## config.mk

```make
export PLATFORM = sky130hd
export DESIGN_NAME = regdump_engine
export DESIGN_NICKNAME = d
export VERILOG_FILES = /design/src/rtl/regdump_pkg.sv /design/src/rtl/regdump_host_regs.sv /design/src/rtl/regdump_sequencer.sv /design/src/rtl/regdump_engine.sv
export SDC_FILE = /design/constraint.sdc
export NUM_CORES = 1
export LEC_CHECK = 0
export BUFFER_PORTS_ARGS = -buffer_cell sky130_fd_sc_hd__buf_2
export CAP_MARGIN = 10
export CORE_ASPECT_RATIO = 1.75
export CORE_MARGIN = 3
export CORE_UTILIZATION = 46
export DETAILED_ROUTE_END_ITERATION = 10
export PLACE_DENSITY_LB_ADDON = 0.05
export SYNTH_ARGS = -nofsm -noshare
export SYNTH_HDL_FRONTEND = slang
export SYNTH_SLANG_ARGS = --single-unit
```

## constraint.sdc

```tcl
create_clock -name clk -period 4.5 [get_ports clk]
set_clock_uncertainty 0.05 [all_clocks]
set_input_delay 0.9 -clock clk [delete_from_list [all_inputs] [get_ports clk]]
set_output_delay 0.9 -clock clk [all_outputs]
set_load 0.005 [all_outputs]
```

## src/rtl/regdump_pkg.sv

```systemverilog
package regdump_pkg;
  localparam int unsigned CMD_W      = 64;
  localparam int unsigned ADDR_W     = 64;
  localparam int unsigned DATA_W     = 32;
  localparam int unsigned REG_LSB    = 44;
  localparam int unsigned RB_AW      = CMD_W - REG_LSB;
  localparam int unsigned WR_BIT     = 21;
  localparam int unsigned CNT_W      = WR_BIT;
  localparam int unsigned FETCH_STEP = CMD_W / 8;
  localparam int unsigned STORE_STEP = DATA_W / 8;

  localparam logic [1:0] HOST_CTRL    = 2'd0;
  localparam logic [1:0] HOST_BASE_LO = 2'd1;
  localparam logic [1:0] HOST_BASE_HI = 2'd2;
  localparam int unsigned CTRL_START = 0;
  localparam int unsigned CTRL_BUSY  = 1;
  localparam int unsigned CTRL_DONE  = 2;

  typedef enum logic [2:0] {
    ST_IDLE, ST_FETCH_LO, ST_FETCH_HI, ST_EXEC, ST_REG_WR, ST_REG_RD, ST_MEM_ST
  } seq_state_t;

  function automatic logic is_terminator(input logic [CMD_W-1:0] w0, input logic [CMD_W-1:0] w1);
    return (w0 == '0) && (w1 == '0);
  endfunction

  function automatic logic cmd_is_write(input logic [CMD_W-1:0] w1);
    return w1[WR_BIT];
  endfunction

  function automatic logic [CNT_W-1:0] cmd_count(input logic [CMD_W-1:0] w1);
    return w1[CNT_W-1:0];
  endfunction

  function automatic logic [RB_AW-1:0] cmd_reg(input logic [CMD_W-1:0] w1);
    return w1[CMD_W-1:REG_LSB];
  endfunction

  function automatic logic [ADDR_W-1:0] next_fetch(input logic [ADDR_W-1:0] a);
    return a + ADDR_W'(FETCH_STEP);
  endfunction

  function automatic logic [ADDR_W-1:0] next_store(input logic [ADDR_W-1:0] a);
    return a + ADDR_W'(STORE_STEP);
  endfunction

  function automatic logic [ADDR_W-1:0] align_word(input logic [ADDR_W-1:0] a);
    return {a[ADDR_W-1:2], 2'b00};
  endfunction
endpackage

```

## src/rtl/regdump_host_regs.sv

```systemverilog
module regdump_host_regs
  import regdump_pkg::*;
(
  input  logic              clk,
  input  logic              rst_n,
  input  logic              wr_en,
  input  logic [1:0]        addr,
  input  logic [DATA_W-1:0] wdata,
  output logic [DATA_W-1:0] rdata,
  input  logic              busy,
  input  logic              seq_done,
  output logic              start_pulse,
  output logic              done_flag,
  output logic [ADDR_W-1:0] base_addr
);
  logic [DATA_W-1:0] base_lo_q, base_hi_q;

  assign start_pulse = wr_en && (addr == HOST_CTRL) && wdata[CTRL_START] && !busy;
  assign base_addr   = {base_hi_q, base_lo_q};

  always_ff @(posedge clk or negedge rst_n) begin
    if (!rst_n) begin
      base_lo_q <= '0;
      base_hi_q <= '0;
      done_flag <= 1'b0;
    end else begin
      if (wr_en && addr == HOST_BASE_LO) base_lo_q <= wdata;
      if (wr_en && addr == HOST_BASE_HI) base_hi_q <= wdata;
      if (start_pulse)   done_flag <= 1'b0;
      else if (seq_done) done_flag <= 1'b1;
    end
  end

  always_comb begin
    rdata = '0;
    case (addr)
      HOST_CTRL: begin
        rdata[CTRL_BUSY] = busy;
        rdata[CTRL_DONE] = done_flag;
      end
      HOST_BASE_LO: rdata = base_lo_q;
      HOST_BASE_HI: rdata = base_hi_q;
      default:      rdata = '0;
    endcase
  end
endmodule

```

## src/rtl/regdump_sequencer.sv

```systemverilog
module regdump_sequencer
  import regdump_pkg::*;
(
  input  logic              clk,
  input  logic              rst_n,
  input  logic              start,
  input  logic [ADDR_W-1:0] base_addr,
  output logic              busy,
  output logic              seq_done,
  output logic              mem_req,
  output logic              mem_we,
  output logic [ADDR_W-1:0] mem_addr,
  output logic [DATA_W-1:0] mem_wdata,
  input  logic [CMD_W-1:0]  mem_rdata,
  input  logic              mem_ack,
  output logic              rb_req,
  output logic              rb_we,
  output logic [RB_AW-1:0]  rb_addr,
  output logic [DATA_W-1:0] rb_wdata,
  input  logic [DATA_W-1:0] rb_rdata,
  input  logic              rb_ack
);
  seq_state_t        state;
  logic [ADDR_W-1:0] ptr, dst;
  logic [CMD_W-1:0]  w0, w1;
  logic [CNT_W-1:0]  remain;
  logic [DATA_W-1:0] rdq;

  always_ff @(posedge clk or negedge rst_n) begin
    if (!rst_n) begin
      state  <= ST_IDLE;
      ptr    <= '0;
      dst    <= '0;
      w0     <= '0;
      w1     <= '0;
      remain <= '0;
      rdq    <= '0;
    end else begin
      case (state)
        ST_IDLE: if (start) begin
          ptr   <= base_addr;
          state <= ST_FETCH_LO;
        end
        ST_FETCH_LO: if (mem_ack) begin
          w0    <= mem_rdata;
          ptr   <= next_fetch(ptr);
          state <= ST_FETCH_HI;
        end
        ST_FETCH_HI: if (mem_ack) begin
          w1    <= mem_rdata;
          ptr   <= next_fetch(ptr);
          state <= ST_EXEC;
        end
        ST_EXEC: begin
          if (is_terminator(w0, w1))      state <= ST_IDLE;
          else if (cmd_is_write(w1))      state <= ST_REG_WR;
          else if (cmd_count(w1) == '0)   state <= ST_FETCH_LO;
          else begin
            dst    <= align_word(w0);
            remain <= cmd_count(w1);
            state  <= ST_REG_RD;
          end
        end
        ST_REG_WR: if (rb_ack) state <= ST_FETCH_LO;
        ST_REG_RD: if (rb_ack) begin
          rdq   <= rb_rdata;
          state <= ST_MEM_ST;
        end
        ST_MEM_ST: if (mem_ack) begin
          dst    <= next_store(dst);
          remain <= remain - 1'b1;
          state  <= (remain == CNT_W'(1)) ? ST_FETCH_LO : ST_REG_RD;
        end
        default: state <= ST_IDLE;
      endcase
    end
  end

  always_comb begin
    busy      = (state != ST_IDLE);
    seq_done  = (state == ST_EXEC) && is_terminator(w0, w1);
    mem_req   = (state == ST_FETCH_LO) || (state == ST_FETCH_HI) || (state == ST_MEM_ST);
    mem_we    = (state == ST_MEM_ST);
    mem_addr  = (state == ST_MEM_ST) ? dst : ptr;
    mem_wdata = rdq;
    rb_req    = (state == ST_REG_WR) || (state == ST_REG_RD);
    rb_we     = (state == ST_REG_WR);
    rb_addr   = cmd_reg(w1);
    rb_wdata  = w0[DATA_W-1:0];
  end
endmodule

```

## src/rtl/regdump_engine.sv

```systemverilog
module regdump_engine
  import regdump_pkg::*;
(
  input  logic              clk,
  input  logic              rst_n,
  input  logic              host_wr_en,
  input  logic [1:0]        host_addr,
  input  logic [DATA_W-1:0] host_wdata,
  output logic [DATA_W-1:0] host_rdata,
  output logic              mem_req,
  output logic              mem_we,
  output logic [ADDR_W-1:0] mem_addr,
  output logic [DATA_W-1:0] mem_wdata,
  input  logic [CMD_W-1:0]  mem_rdata,
  input  logic              mem_ack,
  output logic              rb_req,
  output logic              rb_we,
  output logic [RB_AW-1:0]  rb_addr,
  output logic [DATA_W-1:0] rb_wdata,
  input  logic [DATA_W-1:0] rb_rdata,
  input  logic              rb_ack
);
  logic              start_pulse, seq_done, busy, done_flag;
  logic [ADDR_W-1:0] base_addr;

  regdump_host_regs u_host (
    .clk(clk), .rst_n(rst_n), .wr_en(host_wr_en), .addr(host_addr),
    .wdata(host_wdata), .rdata(host_rdata), .busy(busy), .seq_done(seq_done),
    .start_pulse(start_pulse), .done_flag(done_flag), .base_addr(base_addr)
  );

  regdump_sequencer u_seq (
    .clk(clk), .rst_n(rst_n), .start(start_pulse), .base_addr(base_addr),
    .busy(busy), .seq_done(seq_done),
    .mem_req(mem_req), .mem_we(mem_we), .mem_addr(mem_addr), .mem_wdata(mem_wdata),
    .mem_rdata(mem_rdata), .mem_ack(mem_ack),
    .rb_req(rb_req), .rb_we(rb_we), .rb_addr(rb_addr), .rb_wdata(rb_wdata),
    .rb_rdata(rb_rdata), .rb_ack(rb_ack)
  );
endmodule

```

# After elaboration in Yosys (flattened, before gate mapping)
# Cells that the tools add are included.
# classes
add_sub_neg,3
n_eq_ne,19
mux,30
reduce_logical,27
# ops
operator,count
$mux W64,7
$pmux W64 S2,2
$logic_not A64 Y1,2
$mux W21,4
$add A64 B3 Y64 const B,1
$add A64 B4 Y64 const B,1
$pmux W29 S2,1
$pmux W21 S2,1
$mux W3,10
$eq A21 B1 Y1 const B,1
$logic_not A21 Y1,1
$pmux W3 S7,1
$sub A21 B1 Y21 const B,1
$ne A2 B2 Y1 const B,7
$eq A3 B3 Y1 const B,3
$logic_and A1 B1 Y1,7
$eq A3 B2 Y1 const B,2
$ne A2 B1 Y1 const B,3
$pmux W2 S3,1
$reduce_and A2 Y1,3
$reduce_and A6 Y1,1
$reduce_bool A2 Y1,3
$reduce_and A5 Y1,1
$eq A3 B1 Y1 const B,1
11 further kinds,14
# word_totals
reg_bits,377
inputBits,135
output_inout_bits,184

# Longest topological paths before layout
# Gate-level depths: netlist of the first run.
# depth
ltp_word,6
mapped_depth,9
mapped_depth_nobuf,8

# Modules after synthesis
# From an unflattened synthesis of the first run, not the netlist that was laid out.
# hier_totals
cells_unflattened,2081
hier_area_um2,20163.1
# by_module_without_submodules
mod,n_inst,cells_each,area_per_inst_um2,seq_area_each_um2
regdump_sequencer,1,1860,17093.9,7757.4
regdump_host_regs,1,221,3069.2,1626.6

# Worst setup path after synthesis of the first run
# Ideal clock, no wire load.
# synth_path
kind,input port to output port
from,in host_addr[1]
to,out host_rdata[1]
arrival_ns,1.824
setup_slack_ns,1.726
stages,6
n_path_buf,2
cell_sequence,inv_1 -> ha_1 -> clkbuf_1 -> clkbuf_1 -> a22oi_1 -> a21oi_1
# synth_between
elab_chain_len,2
word_cells_on_any_way,4
cone_classes,eq/ne (2); mux (1); reduce/logical (1)
# synth_rtl
element,line_no,rtl
"start, declared",regdump_engine.sv:7,"input logic [1:0] host_addr,"
"$eq A2 B2 Y1, or another cell as far along",regdump_host_regs.sv:36,case (addr)
$pmux W2 S3 *,regdump_host_regs.sv:36,
"end, declared",regdump_engine.sv:9,"output logic [DATA_W-1:0] host_rdata,"
# Mark *: on every way between the ends. The rest lies on a longest branch, timed or not.

# Final worst setup path of the first run
# layout_path
from,reg u_seq.state[1]
to,out mem_addr[25]
# layout_between
elab_chain_len,2
# layout_rtl
element,line_no,rtl
"start, declared",regdump_sequencer.sv:23,seq_state_t state;
"start signal, assigned",regdump_sequencer.sv:72,state <= (remain == CNT_W'(1)) ? ST_FETCH_LO : ST_REG_RD;
$eq A3 B3 Y1,regdump_sequencer.sv:84,mem_addr = (state == ST_MEM_ST) ? dst : ptr;
$mux W64,regdump_sequencer.sv:84,
"end, declared",regdump_engine.sv:12,"output logic [ADDR_W-1:0] mem_addr,"
# Every way passes these cells.

==> summary.txt, run 1 <==
number of warnings reported in the yosys synthesis log = 0
total of buffers placed on input and output ports = 318
fraction of layout instances using a drive strength above 1 = 29.38%
clock tree root driver cell = sky130_fd_sc_hd__clkbuf_16
sort of element at the end of the critical path = output port
largest fanout on the critical path = 53
FF+latch area = 9384 um2
proportion of synthesized flip-flops having asynchronous set or reset = 100.0%
CTS clock-pin slew for the worst setup and hold paths = 60 ps
maximum buffer depth of the clock tree = 3
DRT Pass-1 Iters = 5
Worst R2R End = u_seq.dst[45]$_DFFE_PN0P_
antenna viol nets, final = 0
outcome = complete, no violations
family with the most delay on the worst path = flip-flops
final routed wire length divided by cell count = 24.34 um
final setup vio count = 0
critical path startpoint category = flop
Gates resized, CTS repair = 0
sequential-to-total area share from yosys stat = 47.43%
number of rows created at floorplan = 99
post-layout utilization of the core = 54.14%
internal power of the cells = 9.360 mW
H-tree depth reported by CTS = 2
pin slew with the least headroom to its limit = 1117 ps
number of enable-type register cells in the synthesized netlist = 0
GP Congestion = 0.9403
largest cells by area after synthesis = sky130_fd_sc_hd__dfrtp_1 (47%), sky130_fd_sc_hd__mux2_2 (13%), sky130_fd_sc_hd__nand2_1 (5.4%), sky130_fd_sc_hd__a21oi_1 (3.9%), sky130_fd_sc_hd__o21ai_0 (2.7%)
TritonCTS clock tree = yes
number of vias per cell after detailed routing = 6.125
Reg2Reg Depth = 6
cell with the largest stage delay on the worst path = sky130_fd_sc_hd__dfrtp_1
Reg2Reg Launch Point = u_seq.dst[10]$_DFFE_PN0P_
setup total negative slack = 0 ps
Post-Syn Nets = 2198
area of the mapped netlist = 19790 um2
Setup Fix Bufs, Post-CTS = 0
Congestion Overflow GR = 0
Layout Nets = 2414
clock latency at the later pin of the worst-skew pair = 550 ps
area of the placeable core = 42120 um2
unrepaired setup endpoints after global routing = no
Gate Count Post-Synth = 2055
Crit Path Category = flop to output port
share of power burned in registers = 42.8%
die area = 45640 um2
global-route wire length before repair = 105.2 mm
layout filler cell count = 3925
worst max-slew margin expressed relative to the limit = 24.85%
estimated wirelength of the detail-placed design = 52.09 mm
maximum VDD drop = 0.4112 mV
commonest cells in the netlist = sky130_fd_sc_hd__dfrtp_1 (375), sky130_fd_sc_hd__nand2_1 (284), sky130_fd_sc_hd__mux2_2 (224), sky130_fd_sc_hd__a21oi_1 (156), sky130_fd_sc_hd__clkbuf_1 (112)
multi-input combinational cell area = 9374 um2
average cell area after synthesis = 9.628 um2
data required time at the worst endpoint = 3550 ps
final worst-path cycle share = 78.97%
Total Wirelength = 69.38 mm
flip-flop and latch count after synthesis = 375
Gate power share = 37.0%
I/O Pins = 319
switching share of power = 40.96%
number of library cell types mapped by synthesis = 65
Max Clk Rate = 0.2814 GHz
Max-cap violations = 0
total global routing track utilization = 29.71%
count of hold buffers inserted by post-cts repair = 0
critical path, cell by cell = nand3b_1, buf_4, o21ai_0, buf_2
Worst EP arrival = 2600 ps
Max Transition Viols Final = 0
Buf+Inv Stages, Crit Path = 2
Final Hold Vio Count = 0
number of antenna violations at the first check in global routing = 1
drt first-iter violations = 1624
via count = 17457
DRC violations left = 0
most frequent cell after synthesis = sky130_fd_sc_hd__dfrtp_1
die outline width = 162.8 um
Starting Density = 46.98%
NetSw = 6.494 mW
post-synthesis to final-layout area growth = 15.23%
setup slack of the most critical reg-to-reg path = 1360 ps
total power per unit cell area = 695.4 nW/um2
number of global-route vias before repair = 17269
primary flip-flop cell chosen by synthesis mapping = sky130_fd_sc_hd__dfrtp_1
Hold Path Class = input port to asynchronous set/reset pin
Die Ht = 280.4 um
part of the power in the clock network = 20.2%
area share of the leading cell type in the synthesized netlist = 47.43%
clock net sink count = 375
dominant cell type by area after synthesis = sky130_fd_sc_hd__dfrtp_1
reported leakage power = 9.883 nW
delay of the slowest cell on the worst path = 690 ps
largest net degree at the start of global routing = 96
TritonCTS Buffers = 38
min Tclk post-route = 3554 ps
-- power by group through the flow --
| stage | Combinational (mW) | Sequential (mW) | Clock (mW) |
|---|---|---|---|
| after floorplan | 4.28 | 5.90 | 0 |
| after CTS | 5.89 | 6.75 | 3.26 |
| final | 5.86 | 6.79 | 3.20 |
| after global placement | 5.74 | 6.76 | 0 |
| after detailed placement | 5.85 | 6.79 | 0 |
| after global routing | 6.44 | 6.97 | 3.39 |
-- layer usage --
| layer | share of wire (%) | track usage, % | wire [um] | vias up |
|---|---|---|---|---|
| met5 | 0 | 0 | 0 | - |
| met4 | 5.7 | 14.56 | 3954 | 0 |
| met3 | 5.0 | 3.146 | 3479 | 164 |
| met2 | 51 | 52.31 | 35540 | 714 |
| met1 | 38 | 36.05 | 26400 | 8665 |
| li1 | - | - | - | 7914 |
-- worst reg2reg max path, stage by stage, from the launching register on --
cell                      delay (ps)
sky130_fd_sc_hd__dfrtp_1         500
sky130_fd_sc_hd__nand3_1         330
sky130_fd_sc_hd__nor4_1          830
sky130_fd_sc_hd__and3_1          690
sky130_fd_sc_hd__nand4_1         220
sky130_fd_sc_hd__a21o_1          210
sky130_fd_sc_hd__a22o_1          180
-- worst max-delay path by stage --
stage,startpoint,to,slack (ps),cells past startpoint
2_1_floorplan,host_addr[1],host_rdata[1],1730,6
3_3_place_gp,host_addr[1],host_rdata[2],1330,7
3_5_place_dp,host_addr[1],host_rdata[2],1270,7
4_1_cts,u_seq.state[1]$_DFFE_PN0P_,mem_addr[14],910,6
5_1_grt,u_seq.state[1]$_DFFE_PN0P_,mem_addr[14],740,6
6_report,u_seq.state[1]$_DFFE_PN0P_,mem_addr[25],950,4
-- through the flow --
stage / power [mW] / hold slack, ps / worst slack (ps) / area [um2] / instances
after floorplan: 10.18 / 387.5 / 1726 / 19790 / 2055
after global placement: 12.51 / 413.0 / 1328 / 21580 / 2786
after detailed placement: 12.64 / 416.5 / 1266 / 21580 / 2786
after CTS: 15.89 / 298.7 / 913.4 / 22800 / 2849
after global routing: 16.80 / 328.0 / 742.6 / 22800 / 2850
final: 15.85 / 270.2 / 946.4 / 22800 / 2850
-- cells in the final DEF (no fill, tap or decap), types with 6 or more instances in the layout --
master	instances
sky130_fd_sc_hd__and3_1	19
sky130_fd_sc_hd__mux2_2	224
sky130_fd_sc_hd__o21ai_0	107
sky130_fd_sc_hd__a211oi_1	13
sky130_fd_sc_hd__or3_1	7
sky130_fd_sc_hd__nor3_1	41
sky130_fd_sc_hd__o31ai_1	8
sky130_fd_sc_hd__inv_1	26
sky130_fd_sc_hd__and2_1	16
sky130_fd_sc_hd__o22ai_1	41
sky130_fd_sc_hd__nand2b_1	8
sky130_fd_sc_hd__o22a_1	25
sky130_fd_sc_hd__buf_12	6
sky130_fd_sc_hd__o2bb2ai_1	6
sky130_fd_sc_hd__buf_4	40
sky130_fd_sc_hd__a21oi_1	156
sky130_fd_sc_hd__a31oi_1	20
sky130_fd_sc_hd__a2bb2oi_1	19
sky130_fd_sc_hd__nor4_1	57
sky130_fd_sc_hd__o21a_1	11
sky130_fd_sc_hd__buf_2	317
sky130_fd_sc_hd__nor2b_1	33
sky130_fd_sc_hd__dfrtp_1	375
sky130_fd_sc_hd__o32ai_1	17
sky130_fd_sc_hd__nand2_1	283
sky130_fd_sc_hd__a22oi_1	37
sky130_fd_sc_hd__nand3_1	57
sky130_fd_sc_hd__nand4_1	54
sky130_fd_sc_hd__clkbuf_8	7
sky130_fd_sc_hd__and4_1	13
sky130_fd_sc_hd__nor2_1	109
sky130_fd_sc_hd__a32oi_1	7
sky130_fd_sc_hd__clkbuf_16	39
sky130_fd_sc_hd__ha_1	8
sky130_fd_sc_hd__clkinv_2	7
-- cell type report --
cell class / count / area share [%]
Sequential cell: 375 / 41.16
Multi-Input combinational cell: 1465 / 41.12
Timing Repair Buffer: 364 / 8.868
Clock buffer: 50 / 4.769
Tap cell: 555 / 3.046
Clock inverter: 13 / 0.5653
Inverter: 27 / 0.4665
Antenna cell: 1 / 0.01098
-- sequential cells by signal (all words and copies together) (netlist names) --
register	count
u_seq.ptr	64
u_seq.w0	64
u_seq.remain	21
u_seq.dst	62
u_host.base_hi_q	32
u_seq.w1	64
u_host.base_lo_q	32
u_host.done_flag	1
u_seq.state	3
u_seq.mem_wdata	32
-- cell families (layout without fill, tap and decap cells) --
logic type	after synthesis	count (layout)	synth area share (%)
XOR/XNOR	2	2	0.08855
buffers and inverters	215	454	5.350
flip-flops	375	375	47.43
AND/OR/NAND/NOR	732	732	18.01
AO/OA/AOI/OAI	499	499	15.87
multiplexers	224	224	12.75
adder cells (fa/ha/maj)	8	8	0.5059
other	0	1	0
(Power assumes the default switching activity.)
==> inputs of run 2 (changes only) <==
- clock period: 4.5 -> 3.38 ns (I/O delays scaled with it)
==> run 2 against run 1 <==
Effect of this change:
- power increased by 36%
- clock power increased by 43%
- first-iteration DRC count increased by 1.4%
- highest routed layer unchanged
==> summary.txt, run 2 (synthesis gave the netlist of run 1 again) <==
Worst EP arrival = 2450 ps (-150 ps)
post-layout utilization of the core = 55.32% (+1.2 points)
drt first-iter violations = 1646 (+1.4%)
minimum hold slack = 130.0 ps (-140.1 ps)
outcome = complete, no violations
total global routing track utilization = 29.45% (-0.26 points)
Total Wirelength = 69.54 mm (+0.24%)
number of rows created at floorplan = 99 (unchanged)
Final Hold Vio Count = 0 (unchanged)
Layout Nets = 2453 (+1.6%)
worst setup timing slack at the placement stage = 522.9 ps (-743.3 ps)
I/O Pins = 319 (unchanged)
Reg2Reg Depth = 7 (+1)
count of hold buffers inserted by post-cts repair = 0 (unchanged)
total power per unit cell area = 928.1 nW/um2 (+33%)
global-route wire length before repair = 104.0 mm (-1.1%)
FF+latch area = 9384 um2 (unchanged)
Reg2Reg Launch Point = u_seq.ptr[13]$_DFFE_PN0P_
fraction of layout instances using a drive strength above 1 = 30.80% (+1.4 points)
final routed wire length divided by cell count = 24.04 um (-1.3%)
registers with the most flip-flops = u_seq.ptr: 64 flops, u_seq.w0: 64 flops, u_seq.w1: 64 flops
most used cells in the layout excluding fill and tap cells = sky130_fd_sc_hd__dfrtp_1 (375), sky130_fd_sc_hd__buf_2 (317), sky130_fd_sc_hd__nand2_1 (283)
largest net degree at the start of global routing = 85 (-11%)
min Tclk post-route = 3173 ps
least setup slack across all paths after layout = 207.1 ps (-739.3 ps)
Max Transition Viols Final = 0 (unchanged)
final setup vio count = 0 (unchanged)
Setup Fix Bufs, Post-CTS = 0 (unchanged)
number of antenna violations at the first check in global routing = 0 (-1)
worst max-slew margin expressed relative to the limit = 43.05% (+18 points)
antenna cells = 0 (-1)
Starting Density = 46.98% (unchanged)
area of the placeable core = 42120 um2 (unchanged)
setup slack of the most critical reg-to-reg path = 470 ps (-890 ps)
Max Clk Rate = 0.3152 GHz
number of placed instances with taps included = 2825 (+1.4%)
Die Ht = 280.4 um (unchanged)
multi-input combinational cell area = 9374 um2 (unchanged)
clock tree root driver cell = sky130_fd_sc_hd__clkbuf_16
Max-cap violations = 0 (unchanged)
CTS clock-pin slew for the worst setup and hold paths = 60 ps (about the same)
Gates resized, CTS repair = 0 (unchanged)
maximum buffer depth of the clock tree = 3 (unchanged)
DRC violations left = 0 (unchanged)
GP Congestion = 1.013 (+7.7%)
Worst R2R End = u_seq.ptr[56]$_DFFE_PN0P_
Crit Path Category = flop to output port
data required time at the worst endpoint = 2650 ps (-900 ps)
largest fanout on the critical path = 63 (+19%)
fin cells = 2893 (+1.5%)
total of buffers placed on input and output ports = 318 (unchanged)
Congestion Overflow GR = 0 (unchanged)
most common cell after layout, fill and taps aside = sky130_fd_sc_hd__dfrtp_1
H-tree depth reported by CTS = 2 (unchanged)
die area = 45640 um2 (unchanged)
sort of element at the end of the critical path = output port
number of global-route vias before repair = 17293 (+0.14%)
TritonCTS clock tree = yes
clock latency at the later pin of the worst-skew pair = 550 ps (about the same)
setup total negative slack = 0 ps (unchanged)
die outline width = 162.8 um (unchanged)
unrepaired setup endpoints after global routing = no
estimated wirelength of the detail-placed design = 52.91 mm (+1.6%)
via count = 17634 (+1.0%)
number of vias per cell after detailed routing = 6.095 (-0.49%)
maximum VDD drop = 0.5498 mV (+34%)
DRT Pass-1 Iters = 9 (+4)
Hold Path Class = input port to asynchronous set/reset pin
TritonCTS Buffers = 38 (unchanged)
final worst-path cycle share = 93.87%
layout filler cell count = 3933 (+0.20%)
antenna viol nets, final = 0 (unchanged)
post-synthesis to final-layout area growth = 17.75%
reported leakage power = 10.15 nW (+2.7%)
clock net sink count = 375 (unchanged)
critical path startpoint category = flop
pin slew with the least headroom to its limit = 846.4 ps (-270.5 ps)
==> run 2: cell count changes in the layout (fill, tap and decap cells not counted), moves of 2 or more <==
cell and change:
sky130_fd_sc_hd__buf_4 +33, sky130_fd_sc_hd__buf_12 +6, sky130_fd_sc_hd__clkinvlp_4 +4, sky130_fd_sc_hd__bufinv_16 +3
sky130_fd_sc_hd__clkbuf_8 -3, sky130_fd_sc_hd__clkbuf_1 -2, sky130_fd_sc_hd__clkbuf_16 +2
==> run 2: worst max-delay path, stage by stage (launching register included) <==
cell                       delay (ps)
sky130_fd_sc_hd__dfrtp_1          370
sky130_fd_sc_hd__nand3b_1         370
sky130_fd_sc_hd__inv_6            490
sky130_fd_sc_hd__buf_12           250
sky130_fd_sc_hd__nand2_1           80
sky130_fd_sc_hd__o21ai_0          130
sky130_fd_sc_hd__buf_2            180
==> run 2: stage by stage <==
stage / power (mW) / area, um2
after global placement: 16.84 / 21950
after global routing: 22.86 / 23300
after CTS: 21.64 / 23300
after floorplan: 13.55 / 19790
after detailed placement: 17.01 / 21950
final: 21.62 / 23300
==> run 2: layout make-up <==
class                           instances  area share [%]
Sequential cell                       375           40.28
Multi-Input combinational cell       1465           40.23
Timing Repair Buffer                  403           10.26
Clock buffer                           47           4.672
Tap cell                              555           2.981
Clock inverter                         21           1.122
Inverter                               27          0.4565
==> run 2: power breakdown <==
part	internal [mW]	total [mW]	leakage (nW)	switching (mW)
sequential	6.48	8.99	4.41	2.51
combinational	3.72	8.06	5.08	4.34
clock	2.69	4.58	0.654	1.89
==> run 2: worst max path at each step <==
| stage | from | end | slack, ps | depth (start not counted) |
|---|---|---|---|---|
| after floorplan | u_seq.dst[2]$_DFFE_PN0P_ | u_seq.dst[54]$_DFFE_PN0P_ | 700 | 8 |
| after global placement | u_seq.ptr[3]$_DFFE_PN0P_ | u_seq.ptr[51]$_DFFE_PN0P_ | 500 | 7 |
| after detailed placement | u_seq.ptr[3]$_DFFE_PN0P_ | u_seq.ptr[51]$_DFFE_PN0P_ | 520 | 7 |
| after CTS | u_seq.state[0]$_DFFE_PN0P_ | mem_addr[58] | 170 | 6 |
| after global routing | u_seq.state[0]$_DFFE_PN0P_ | mem_addr[12] | 50 | 6 |
| final | u_seq.state[0]$_DFFE_PN0P_ | mem_addr[58] | 210 | 6 |
==> run 2: routing by layer <==
layer | wire length (um) | track usage (%) | share of wire [%]
met1 | 26290 | 35.35 | 38
met2 | 35570 | 52.27 | 51
met3 | 3843 | 3.427 | 5.5
met4 | 3837 | 14.00 | 5.5
met5 | 0 | 0 | 0
